## src/rtl/rob_retire_pkg.sv

```systemverilog
package rob_retire_pkg;
  localparam int ARCH_W = 5;
  localparam int PHYS_W = 7;
  localparam int SEQ_W  = 16;
  localparam int SLOT_W = 4;

  typedef struct packed {
    logic              valid;
    logic              ready;
    logic              squashed;
    logic              executed;
    logic              nonSpec;
    logic              storeCond;
    logic              barrier;
    logic              isLoad;
    logic              isStore;
    logic              fault;
    logic              nopPf;
    logic              hasDest;
    logic [ARCH_W-1:0] destArch;
    logic [PHYS_W-1:0] destPhys;
    logic [SEQ_W-1:0]  seq;
  } headEntry_t;

  localparam int ENTRY_W = $bits(headEntry_t);

  // strobes from the walk control to the architectural state datapath
  typedef struct packed {
    logic [SLOT_W-1:0] commitCnt;
    logic [SLOT_W-1:0] countedCnt;
    logic              seqWe;
    logic [SEQ_W-1:0]  lastSeq;
    logic              storeDone;
    logic              drained;
  } retireStrobe_t;
endpackage

```

## src/rtl/rob_retire_ctrl.sv

```systemverilog
module rob_retire_ctrl
  import rob_retire_pkg::*;
#(
  parameter int WIN      = 6,
  parameter int WIDTH    = 3,
  parameter int TRAP_LAT = 5
) (
  input  logic                    clk,
  input  logic                    rstN,
  input  logic [WIN*ENTRY_W-1:0]  headBus,
  input  logic                    robMore,
  input  logic                    storesPending,
  output logic [SLOT_W-1:0]       popCount,
  output logic [WIDTH-1:0]        mapWe,
  output logic [WIDTH*ARCH_W-1:0] mapArch,
  output logic [WIDTH*PHYS_W-1:0] mapPhys,
  output logic                    nonSpecReq,
  output logic                    uncachedReq,
  output logic [SEQ_W-1:0]        reqSeq,
  output logic                    trapStart,
  output logic                    trapPending,
  output logic                    trapSquash,
  output retireStrobe_t           strobe
);
  localparam int TW = $clog2(TRAP_LAT + 1);
  localparam logic [SLOT_W-1:0] WIDTH_S = SLOT_W'(WIDTH);

  headEntry_t ents [WIN];

  for (genvar g = 0; g < WIN; g++) begin : gUnpack
    assign ents[g] = headEntry_t'(headBus[g*ENTRY_W +: ENTRY_W]);
  end

  logic [TW-1:0] trapTimer;
  logic          trapActive;
  logic          trapGo;
  assign trapActive = (trapTimer != '0);

  logic              stop;
  logic [SLOT_W-1:0] nCommit;
  logic [SLOT_W-1:0] nPop;
  logic [SLOT_W-1:0] nCounted;
  logic [SEQ_W-1:0]  youngSeq;
  logic              storeSeen;
  logic              leftOver;

  always_comb begin
    stop        = 1'b0;
    nCommit     = '0;
    nPop        = '0;
    nCounted    = '0;
    youngSeq    = '0;
    storeSeen   = 1'b0;
    leftOver    = robMore;
    mapWe       = '0;
    mapArch     = '0;
    mapPhys     = '0;
    nonSpecReq  = 1'b0;
    uncachedReq = 1'b0;
    reqSeq      = '0;
    trapGo      = 1'b0;
    for (int i = 0; i < WIN; i++) begin
      if (!stop) begin
        if (trapActive || !ents[i].valid) begin
          stop = 1'b1;
        end else if (nCommit == WIDTH_S) begin
          stop = 1'b1;
        end else if (ents[i].squashed) begin
          nPop = nPop + SLOT_W'(1);
        end else if (!ents[i].ready) begin
          stop = 1'b1;
        end else if (!ents[i].executed) begin
          stop = 1'b1;
          if (nCommit == '0 && !storesPending) begin
            if (ents[i].nonSpec || ents[i].storeCond || ents[i].barrier) begin
              nonSpecReq = 1'b1;
              reqSeq     = ents[i].seq;
            end else if (ents[i].isLoad) begin
              uncachedReq = 1'b1;
              reqSeq      = ents[i].seq;
            end
          end
        end else if (ents[i].fault) begin
          stop = 1'b1;
          if (nCommit == '0 && !storesPending) trapGo = 1'b1;
        end else begin
          mapWe[nCommit]                    = ents[i].hasDest;
          mapArch[nCommit*ARCH_W +: ARCH_W] = ents[i].destArch;
          mapPhys[nCommit*PHYS_W +: PHYS_W] = ents[i].destPhys;
          nCommit  = nCommit + SLOT_W'(1);
          nPop     = nPop + SLOT_W'(1);
          youngSeq = ents[i].seq;
          if (!ents[i].nopPf) nCounted = nCounted + SLOT_W'(1);
          if (ents[i].isStore) storeSeen = 1'b1;
        end
      end
    end
    for (int i = 0; i < WIN; i++) begin
      if (ents[i].valid && SLOT_W'(i) >= nPop) leftOver = 1'b1;
    end
  end

  always_ff @(posedge clk) begin
    if (!rstN) begin
      trapTimer <= '0;
    end else if (trapActive) begin
      trapTimer <= trapTimer - TW'(1);
    end else if (trapGo) begin
      trapTimer <= TW'(TRAP_LAT);
    end
  end

  assign popCount    = nPop;
  assign trapStart   = trapGo;
  assign trapPending = trapActive;
  assign trapSquash  = (trapTimer == TW'(1));

  assign strobe.commitCnt  = nCommit;
  assign strobe.countedCnt = nCounted;
  assign strobe.seqWe      = (nCommit != '0);
  assign strobe.lastSeq    = youngSeq;
  assign strobe.storeDone  = storeSeen;
  assign strobe.drained    = !leftOver;
endmodule

```

## src/rtl/rob_retire_dp.sv

```systemverilog
module rob_retire_dp
  import rob_retire_pkg::*;
#(
  parameter int               WIDTH      = 3,
  parameter int               PC_W       = 32,
  parameter int               CNT_W      = 32,
  parameter int               INST_BYTES = 4,
  parameter logic [PC_W-1:0]  RESET_PC   = '0
) (
  input  logic              clk,
  input  logic              rstN,
  input  retireStrobe_t     strobe,
  input  logic              storesPending,
  output logic [SEQ_W-1:0]  doneSeq,
  output logic [PC_W-1:0]   pc,
  output logic [PC_W-1:0]   nextPc,
  output logic [CNT_W-1:0]  instCount,
  output logic [CNT_W-1:0]  fullWidthCount,
  output logic              emptyReport
);
  localparam logic [PC_W-1:0] STEP = PC_W'(INST_BYTES);

  logic [PC_W-1:0] stepAll;
  logic [PC_W-1:0] stepLess;
  assign stepAll  = PC_W'(int'(strobe.commitCnt) * INST_BYTES);
  assign stepLess = stepAll - STEP;

  always_ff @(posedge clk) begin
    if (!rstN) begin
      pc             <= RESET_PC;
      nextPc         <= RESET_PC + STEP;
      doneSeq        <= '0;
      instCount      <= '0;
      fullWidthCount <= '0;
      emptyReport    <= 1'b1;
    end else begin
      if (strobe.commitCnt != '0) begin
        pc     <= nextPc + stepLess;
        nextPc <= nextPc + stepAll;
      end
      if (strobe.seqWe) doneSeq <= strobe.lastSeq;
      instCount <= instCount + CNT_W'(strobe.countedCnt);
      if (strobe.commitCnt == SLOT_W'(WIDTH)) fullWidthCount <= fullWidthCount + CNT_W'(1);
      emptyReport <= strobe.drained && !storesPending && !strobe.storeDone;
    end
  end
endmodule

```

## src/rtl/rob_retire_top.sv

```systemverilog
module rob_retire_top
  import rob_retire_pkg::*;
#(
  parameter int              WIN        = 6,
  parameter int              WIDTH      = 3,
  parameter int              TRAP_LAT   = 5,
  parameter int              PC_W       = 32,
  parameter int              CNT_W      = 32,
  parameter int              INST_BYTES = 4,
  parameter logic [PC_W-1:0] RESET_PC   = 32'h0000_1000
) (
  input  logic                    clk,
  input  logic                    rstN,
  input  logic [WIN*ENTRY_W-1:0]  headBus,
  input  logic                    robMore,
  input  logic                    storesPending,
  output logic [SLOT_W-1:0]       popCount,
  output logic [SLOT_W-1:0]       commitCount,
  output logic [WIDTH-1:0]        mapWe,
  output logic [WIDTH*ARCH_W-1:0] mapArch,
  output logic [WIDTH*PHYS_W-1:0] mapPhys,
  output logic                    nonSpecReq,
  output logic                    uncachedReq,
  output logic [SEQ_W-1:0]        reqSeq,
  output logic                    trapStart,
  output logic                    trapPending,
  output logic                    trapSquash,
  output logic [SEQ_W-1:0]        doneSeq,
  output logic [PC_W-1:0]         pc,
  output logic [PC_W-1:0]         nextPc,
  output logic [CNT_W-1:0]        instCount,
  output logic [CNT_W-1:0]        fullWidthCount,
  output logic                    emptyReport
);
  retireStrobe_t strobe;

  rob_retire_ctrl #(.WIN(WIN), .WIDTH(WIDTH), .TRAP_LAT(TRAP_LAT)) u_ctrl (
    .clk(clk), .rstN(rstN), .headBus(headBus), .robMore(robMore),
    .storesPending(storesPending), .popCount(popCount), .mapWe(mapWe),
    .mapArch(mapArch), .mapPhys(mapPhys), .nonSpecReq(nonSpecReq),
    .uncachedReq(uncachedReq), .reqSeq(reqSeq), .trapStart(trapStart),
    .trapPending(trapPending), .trapSquash(trapSquash), .strobe(strobe)
  );

  rob_retire_dp #(.WIDTH(WIDTH), .PC_W(PC_W), .CNT_W(CNT_W),
                  .INST_BYTES(INST_BYTES), .RESET_PC(RESET_PC)) u_dp (
    .clk(clk), .rstN(rstN), .strobe(strobe), .storesPending(storesPending),
    .doneSeq(doneSeq), .pc(pc), .nextPc(nextPc), .instCount(instCount),
    .fullWidthCount(fullWidthCount), .emptyReport(emptyReport)
  );

  assign commitCount = strobe.commitCnt;
endmodule

```

## config.mk

```make
export PLATFORM = sky130hd
export DESIGN_NAME = rob_retire_top
export DESIGN_NICKNAME = d
export VERILOG_FILES = /design/src/rtl/rob_retire_pkg.sv /design/src/rtl/rob_retire_ctrl.sv /design/src/rtl/rob_retire_dp.sv /design/src/rtl/rob_retire_top.sv
export SDC_FILE = /design/constraint.sdc
export NUM_CORES = 1
export LEC_CHECK = 0
export ABC_AREA = 1
export BUFFER_PORTS_ARGS = -buffer_cell sky130_fd_sc_hd__buf_4
export CAP_MARGIN = 20
export CORE_UTILIZATION = 42
export DETAILED_ROUTE_END_ITERATION = 7
export PLACE_DENSITY = 0.71
export SETUP_SLACK_MARGIN = 0.4
export SYNTH_ARGS = -nofsm -noshare
export SYNTH_HDL_FRONTEND = slang
export SYNTH_SLANG_ARGS = --single-unit
```

## constraint.sdc

```tcl
create_clock -name clk -period 18.01 [get_ports clk]
set_input_delay 4.5025 -clock clk [delete_from_list [all_inputs] [get_ports clk]]
set_output_delay 4.5025 -clock clk [all_outputs]
set_load 0.005 [all_outputs]
```

**Word-level counts from Yosys, hierarchy flattened**

Index checks and enable logic that the tools add are counted.

- Shift-type cells: 20
- Reduce and logical (&&, ||, !) cells: 53
- Multiply operators: 10
- Order comparisons: 16
- Equality and inequality tests: 7
- Mux-type cells: 591
- Add/subtract/negate cells: 31

Operators by type and width:

| kind | number |
|---|---|
| 2-to-1 mux 16 bit | 92 |
| 2-to-1 mux 21 bit | 35 |
| 2-to-1 mux 15 bit | 35 |
| 2-to-1 mux 4 bit | 121 |
| negator 7 -> 34 bit | 10 |
| 2-to-1 mux 1 bit | 241 |
| variable shift 5 x 34 -> 15 bit (first input constant) | 5 |
| variable shift 7 x 34 -> 21 bit (first input constant) | 5 |
| indexed part select 5 x 34 -> 15 bit | 5 |
| indexed part select 7 x 34 -> 21 bit | 5 |
| 2-to-1 mux 3 bit | 37 |
| bitwise mux 21 bit | 5 |
| bitwise mux 15 bit | 5 |
| multiplier 4 x 3 -> 7 bit (second input constant) | 10 |
| adder 4 x 1 -> 4 bit (second input constant) | 15 |
| 2-to-1 mux 7 bit | 5 |
| adder 32 x 1 -> 32 bit (second input constant) | 1 |
| adder 32 bit | 1 |
| adder 32 x 4 -> 32 bit | 1 |
| adder 32 x 6 -> 32 bit | 1 |
| 2-to-1 mux 5 bit | 5 |
| == test 4 x 2 -> 1 bit (second input constant) | 6 |
| >= comparator 4 x 1 -> 1 bit (second input constant) | 5 |
| zero test 4 bit | 5 |
| 15 further kinds | 72 |

- Logic and storage cells: 735
- Output and inout port bits: 213
- Input bits: 244
- Flip-flop bits (word level): 148

**Logic depth before layout (Yosys ltp)**

- Depth after elaboration: 56
- Gate-level depth with buffers: 59
- Mapped depth without buffers: 59

**By module**

Synthesis repeated with hierarchy kept, for this count alone.

- Cell total of the unflattened synthesis: 2618
- Area total of the unflattened synthesis: 15212.1 µm²

By module, submodules not included:

| module | cells an instance | times used | area each (µm²) | seq. area each (µm²) |
|---|---|---|---|---|
| rob_retire_dp | 1420 | 1 | 9052.4 | 2822.7 |
| rob_retire_ctrl | 1198 | 1 | 6159.7 | 60.1 |

**Worst setup path after synthesis**

No wires, ideal clock.

- Path type: input -> output
- From: in headBus[30]
- To: out mapPhys[0]
- Cell stages on the path: 35
- Data required time: 13.507 ns
- Arrival time: 9.422 ns
- Path buffers: 1
- Slack: 4.086 ns
- Cells stage by stage: inv_1 > nand3_1 > nor3_4 > nand2_4 > inv_2 > nor2_1 > ha_1 > nor3_1 > nand3_2 > nor2_2 > nor2_2 > ha_1 > ha_1 > inv_1 > nand2_1 > nor3_2 > nand2_4 > inv_2 > nand2_1 > o21ai_1 > inv_2 > ha_1 > nand2_2 > nand3_4 > nor2_2 > nand3_1 > nand2_2 > inv_2 > nand3b_4 > nand2_2 > nor2_4 > nand4_2 > buf_2 > o21ai_0 > inv_1

- Longest elaborated chain between the ends: 48
- Elaborated cells on any way between the ends: 124
- Classes of those cells: add/sub: 9; mul: 5; eq/ne: 5; shift: 10; mux: 95

Ends and longest elaborated chain:

| what | RTL line | source |
|---|---|---|
| from (decl) | rob_retire_top.sv:14 | `input logic [WIN*ENTRY_W-1:0] headBus,` |
| 2-to-1 mux 1 bit | rob_retire_ctrl.sv:83 | `end else if (ents[i].fault) begin` |
| 2-to-1 mux 4 bit | rob_retire_ctrl.sv:72 | `end else if (!ents[i].executed) begin` |
| 2-to-1 mux 4 bit | rob_retire_ctrl.sv:70 | `end else if (!ents[i].ready) begin` |
| 2-to-1 mux 4 bit | rob_retire_ctrl.sv:68 | `end else if (ents[i].squashed) begin` |
| 2-to-1 mux 4 bit | rob_retire_ctrl.sv:64 | `if (trapActive \|\| !ents[i].valid) begin` |
| adder 4 x 1 -> 4 bit / multiplier 4 x 3 -> 7 bit (equally long branches) | rob_retire_ctrl.sv:90, rob_retire_ctrl.sv:89 |  |
| 2-to-1 mux 4 bit / negator 7 -> 34 bit (equally long branches) | rob_retire_ctrl.sv:83, rob_retire_ctrl.sv:89 |  |
| 2-to-1 mux 4 bit, or another cell as far along | rob_retire_ctrl.sv:72 |  |
| [... 32 more ...] | -- |  |
| bitwise mux 21 bit | rob_retire_ctrl.sv:89 | `mapPhys[nCommit*PHYS_W +: PHYS_W] = ents[i].destPhys;` |
| 2-to-1 mux 21 bit | rob_retire_ctrl.sv:83 |  |
| 2-to-1 mux 21 bit | rob_retire_ctrl.sv:72 |  |
| 2-to-1 mux 21 bit | rob_retire_ctrl.sv:70 |  |
| 2-to-1 mux 21 bit | rob_retire_ctrl.sv:68 |  |
| 2-to-1 mux 21 bit | rob_retire_ctrl.sv:66 | `end else if (nCommit == WIDTH_S) begin` |
| 2-to-1 mux 21 bit | rob_retire_ctrl.sv:64 |  |
| 2-to-1 mux 21 bit * | rob_retire_ctrl.sv:63 | `if (!stop) begin` |
| to (decl) | rob_retire_top.sv:21 | `output logic [WIDTH*PHYS_W-1:0] mapPhys,` |

Mark *: on every way between the ends. The rest lies on a longest branch, timed or not.

**Worst setup path after layout**

- From: in headBus[76]
- To: out mapPhys[18]

- Longest elaborated chain between the ends: 41
- Elaborated cells on any way between the ends: 103
- Classes of those cells: add/sub: 7; mul: 4; eq/ne: 4; shift: 8; mux: 80

Ends and longest elaborated chain:

| what | RTL line |
|---|---|
| 2-to-1 mux 4 bit | rob_retire_ctrl.sv:72 |
| 2-to-1 mux 4 bit | rob_retire_ctrl.sv:70 |
| 2-to-1 mux 4 bit | rob_retire_ctrl.sv:68 |
| 2-to-1 mux 4 bit | rob_retire_ctrl.sv:66 |
| 2-to-1 mux 4 bit | rob_retire_ctrl.sv:64 |
| 2-to-1 mux 4 bit | rob_retire_ctrl.sv:63 |
| adder 4 x 1 -> 4 bit / multiplier 4 x 3 -> 7 bit (equally long branches) | rob_retire_ctrl.sv:90, rob_retire_ctrl.sv:89 |
| 2-to-1 mux 4 bit / negator 7 -> 34 bit (equally long branches) | rob_retire_ctrl.sv:83, rob_retire_ctrl.sv:89 |
| [... 25 more ...] | -- |
| bitwise mux 21 bit | rob_retire_ctrl.sv:89 |
| 2-to-1 mux 21 bit | rob_retire_ctrl.sv:83 |
| 2-to-1 mux 21 bit | rob_retire_ctrl.sv:72 |
| 2-to-1 mux 21 bit | rob_retire_ctrl.sv:70 |
| 2-to-1 mux 21 bit | rob_retire_ctrl.sv:68 |
| 2-to-1 mux 21 bit | rob_retire_ctrl.sv:66 |
| 2-to-1 mux 21 bit | rob_retire_ctrl.sv:64 |
| 2-to-1 mux 21 bit * | rob_retire_ctrl.sv:63 |

Marked as above.

==> metrics.txt <==
port buffer count=452; placer congestion estimate=1.047; wl on met1=27.84 mm; initial antenna violation count=9; DIE HEIGHT=187.9 um; Fmax=58.85 MHz; vias in the first global route=17,365; 1st-pass router iterations=5; footprint of the multi-input gates=9628 um2; Max Cap Viol=0; status=complete, no violations; Worst Tran Pin Value=1.089 ns; die width=187.9 um; starting density of the core=0.4296; fraction of layout cells with a size suffix above 1=0.2087; H-tree depth=4; Fillers=3,524; Routed WL per cell=20.90 um; Detail Route met2 WL=31.42 mm; Placed Cells=3,258; nets=3,118; Crit. End Element=primary output; flip-flop and latch area=2883 um2; post-synthesis cell count=2,452; grt ovf=0; hold_buf cts=0; worst path arrival time=12.49 ns; Post-synth top flop=dfxtp_1; Max clock buf depth=2; Slowest-stage cell, CP=nor2_2; first-pass GRT wire length=103.3 mm; Clock Skews=0.009734 ns; pin count of the biggest net entering global routing=95; Area growth, synth to finish=28.62%; critical path required time=13.51 ns; FP Rows=67; CP max stage delay=0.68 ns; RSZ-0062 raised after global routing=no; period utilisation layout=0.9435; VDD IR max=0.00007541 V; HPWL after detailed placement=56.73 mm; DRC Markers=0; Yosys warnings=0; dpl ws=1.272 ns; Setup Crit Path Kind=primary input to primary output; DR vias=18,818; final hold violation count=0; Avg Cell Area, Syn=5.919 um2; setup TNS=0 ns; Hold WC Path Type=flop to flop; Highest Signal Layer=met4; synth unique cells=74; crit path time final=16.99 ns; initial DRC count=1,601; core area=33,780 um2; Num CTS Buffers=17; Layout Cells excl Fill=3,299; CTS tree=done; All-Layer GR Usage=0.3800; Lkg Pwr=9.311 nW; drt total wl=68.94 mm; EDFF count, synth=0; Slew Viols, Final=0; slew margin rel.=0.2741; worst setup margin=1.018 ns; Worst-Skew Late Latency=0.44 ns; CTS root buffer=clkbuf_16; antenna viol nets, final=0; register area share after synthesis=0.1986; full die area=35,300 um2; clk slew on worst S/H paths=0.07 ns; type of origin of the critical path=primary input; final setup fails=0; met3 WL=5.675 mm; CTS sink count=144; ys async rst share=0; number of I/O pins=457; post-cts sizing count=0; crit-path max FO=36; via/cell ratio=5.704; FF+latch count, synth=144; Post-CTS Setup Inserts=0; mapped cell area=14,510 um2; Power per Cell Area=48.78 nW/um2
-- layout by cell type, fill, tap and decap left out, drive strengths merged, types with 5 or more instances in the layout --
cell | Yosys | final
a211oi | 13 | 13
a21oi | 110 | 110
a221oi | 17 | 17
a31oi | 6 | 6
buf | 33 | 464
clkbuf | 77 | 21
clkinv | 3 | 5
conb | 2 | 6
dfxtp | 144 | 144
diode | 0 | 9
ha | 42 | 42
inv | 408 | 412
mux2 | 9 | 9
nand2 | 552 | 552
nand3 | 171 | 171
nand3b | 5 | 5
nand4 | 67 | 67
nor2 | 246 | 246
nor3 | 62 | 62
nor3b | 11 | 11
nor4 | 18 | 18
o211ai | 62 | 62
o21a | 7 | 7
o21ai | 242 | 242
o21bai | 13 | 13
o221ai | 24 | 24
o22ai | 8 | 8
o311ai | 7 | 7
o41ai | 25 | 25
or2 | 7 | 7
xnor2 | 11 | 11
xor2 | 19 | 19
-- path summary, 6_finish.rpt --
check / start / to / slack, ns / cells past startpoint
worst min register to register: u_dp.pc[2] / u_dp.pc[2] / 0.47 / 2
worst min-delay path: u_dp.pc[2] / u_dp.pc[2] / 0.47 / 2
worst max-delay path: headBus[76] / mapPhys[18] / 1.02 / 35
worst max register to register: u_ctrl.trapTimer[0] / u_dp.instCount[21] / 7.71 / 55
-- layout make-up --
type | count | share of cell area
diodes | 9 | 0.001206
inverters | 411 | 0.08277
clock inverters | 11 | 0.005630
multi-input cells | 1791 | 0.5158
flip-flops and latches | 144 | 0.1544
repair buffers | 464 | 0.1866
clock buffers | 21 | 0.02359
well taps | 448 | 0.03003
-- power breakdown --
part	switching, mW	internal, mW
Combinational	0.148	0.0906
Sequential	0.00591	0.325
Clock	0.150	0.191
Total	0.304	0.607
-- synthesized netlist by cell type, drive strengths merged, types with 4 or more instances --
cell / count / area [um2]
nand4: 67 / 446.7
nor2: 246 / 1020
xor2: 19 / 166.4
a211oi: 13 / 97.59
o211ai: 62 / 465.5
a31oi: 6 / 37.54
o22ai: 8 / 50.05
o21ai: 242 / 1222
a21oi: 110 / 561.8
a221oi: 17 / 148.9
clkbuf: 77 / 290.3
mux2: 9 / 101.4
o221ai: 24 / 210.2
nand2: 552 / 2137
o311ai: 7 / 61.31
or2: 7 / 43.80
dfxtp: 144 / 2883
ha: 42 / 525.5
nor3: 62 / 336.6
o21a: 7 / 52.55
nand3b: 5 / 50.05
nor4: 18 / 127.6
xnor2: 11 / 103.9
nand3: 171 / 925.9
o31ai: 4 / 35.03
o21bai: 13 / 97.59
o41ai: 25 / 219.0
nor3b: 11 / 87.58
inv: 408 / 1534
buf: 33 / 198.9
-- through the flow --
stage | instance area (um2) | util | power (mW) | hold WS (ns)
after floorplan | 14530 | - | 0.4575 | 0.4462
after global placement | 18100 | 0.5358 | 0.5704 | 0.4424
after detailed placement | 18100 | 0.5358 | 0.5707 | 0.4584
after CTS | 18650 | 0.5519 | 0.9100 | 0.4694
after global routing | 18660 | 0.5524 | 0.9508 | 0.5004
final | 18670 | 0.5526 | 0.9107 | 0.4672
-- cell families (layout without fill, tap and decap cells) --
family | Yosys count | after routing | synth area share
fa+ha+maj | 45 | 45 | 0.04034
buf+inv | 521 | 907 | 0.1402
mux | 12 | 12 | 0.009052
flops | 144 | 144 | 0.1986
compound gates | 551 | 551 | 0.2326
xor+xnor | 30 | 30 | 0.01862
other cells | 2 | 15 | 0.0005174
simple gates | 1147 | 1147 | 0.3601
-- layer usage --
layer	global-route usage	up-vias
met5	0	-
met4	0.2070	0
met3	0.06700	175
met2	0.6221	1016
met1	0.4720	8660
li1	-	8967
-- critical path, delay by kind of cell --
family,cells,cell delay [ns]
simple gates,19,4.50
buf+inv,9,1.72
fa+ha+maj,4,0.97
compound gates,3,0.77
-- state kept, by name (all words and copies together), names as in the netlist --
signal and count:
u_dp.pc 30, u_ctrl.trapTimer 3, u_dp.fullWidthCount 32, u_dp.nextPc 30, u_dp.instCount 32, u_dp.doneSeq 16
u_dp.emptyReport 1
Note: power is estimated with default switching activity, not from simulation.
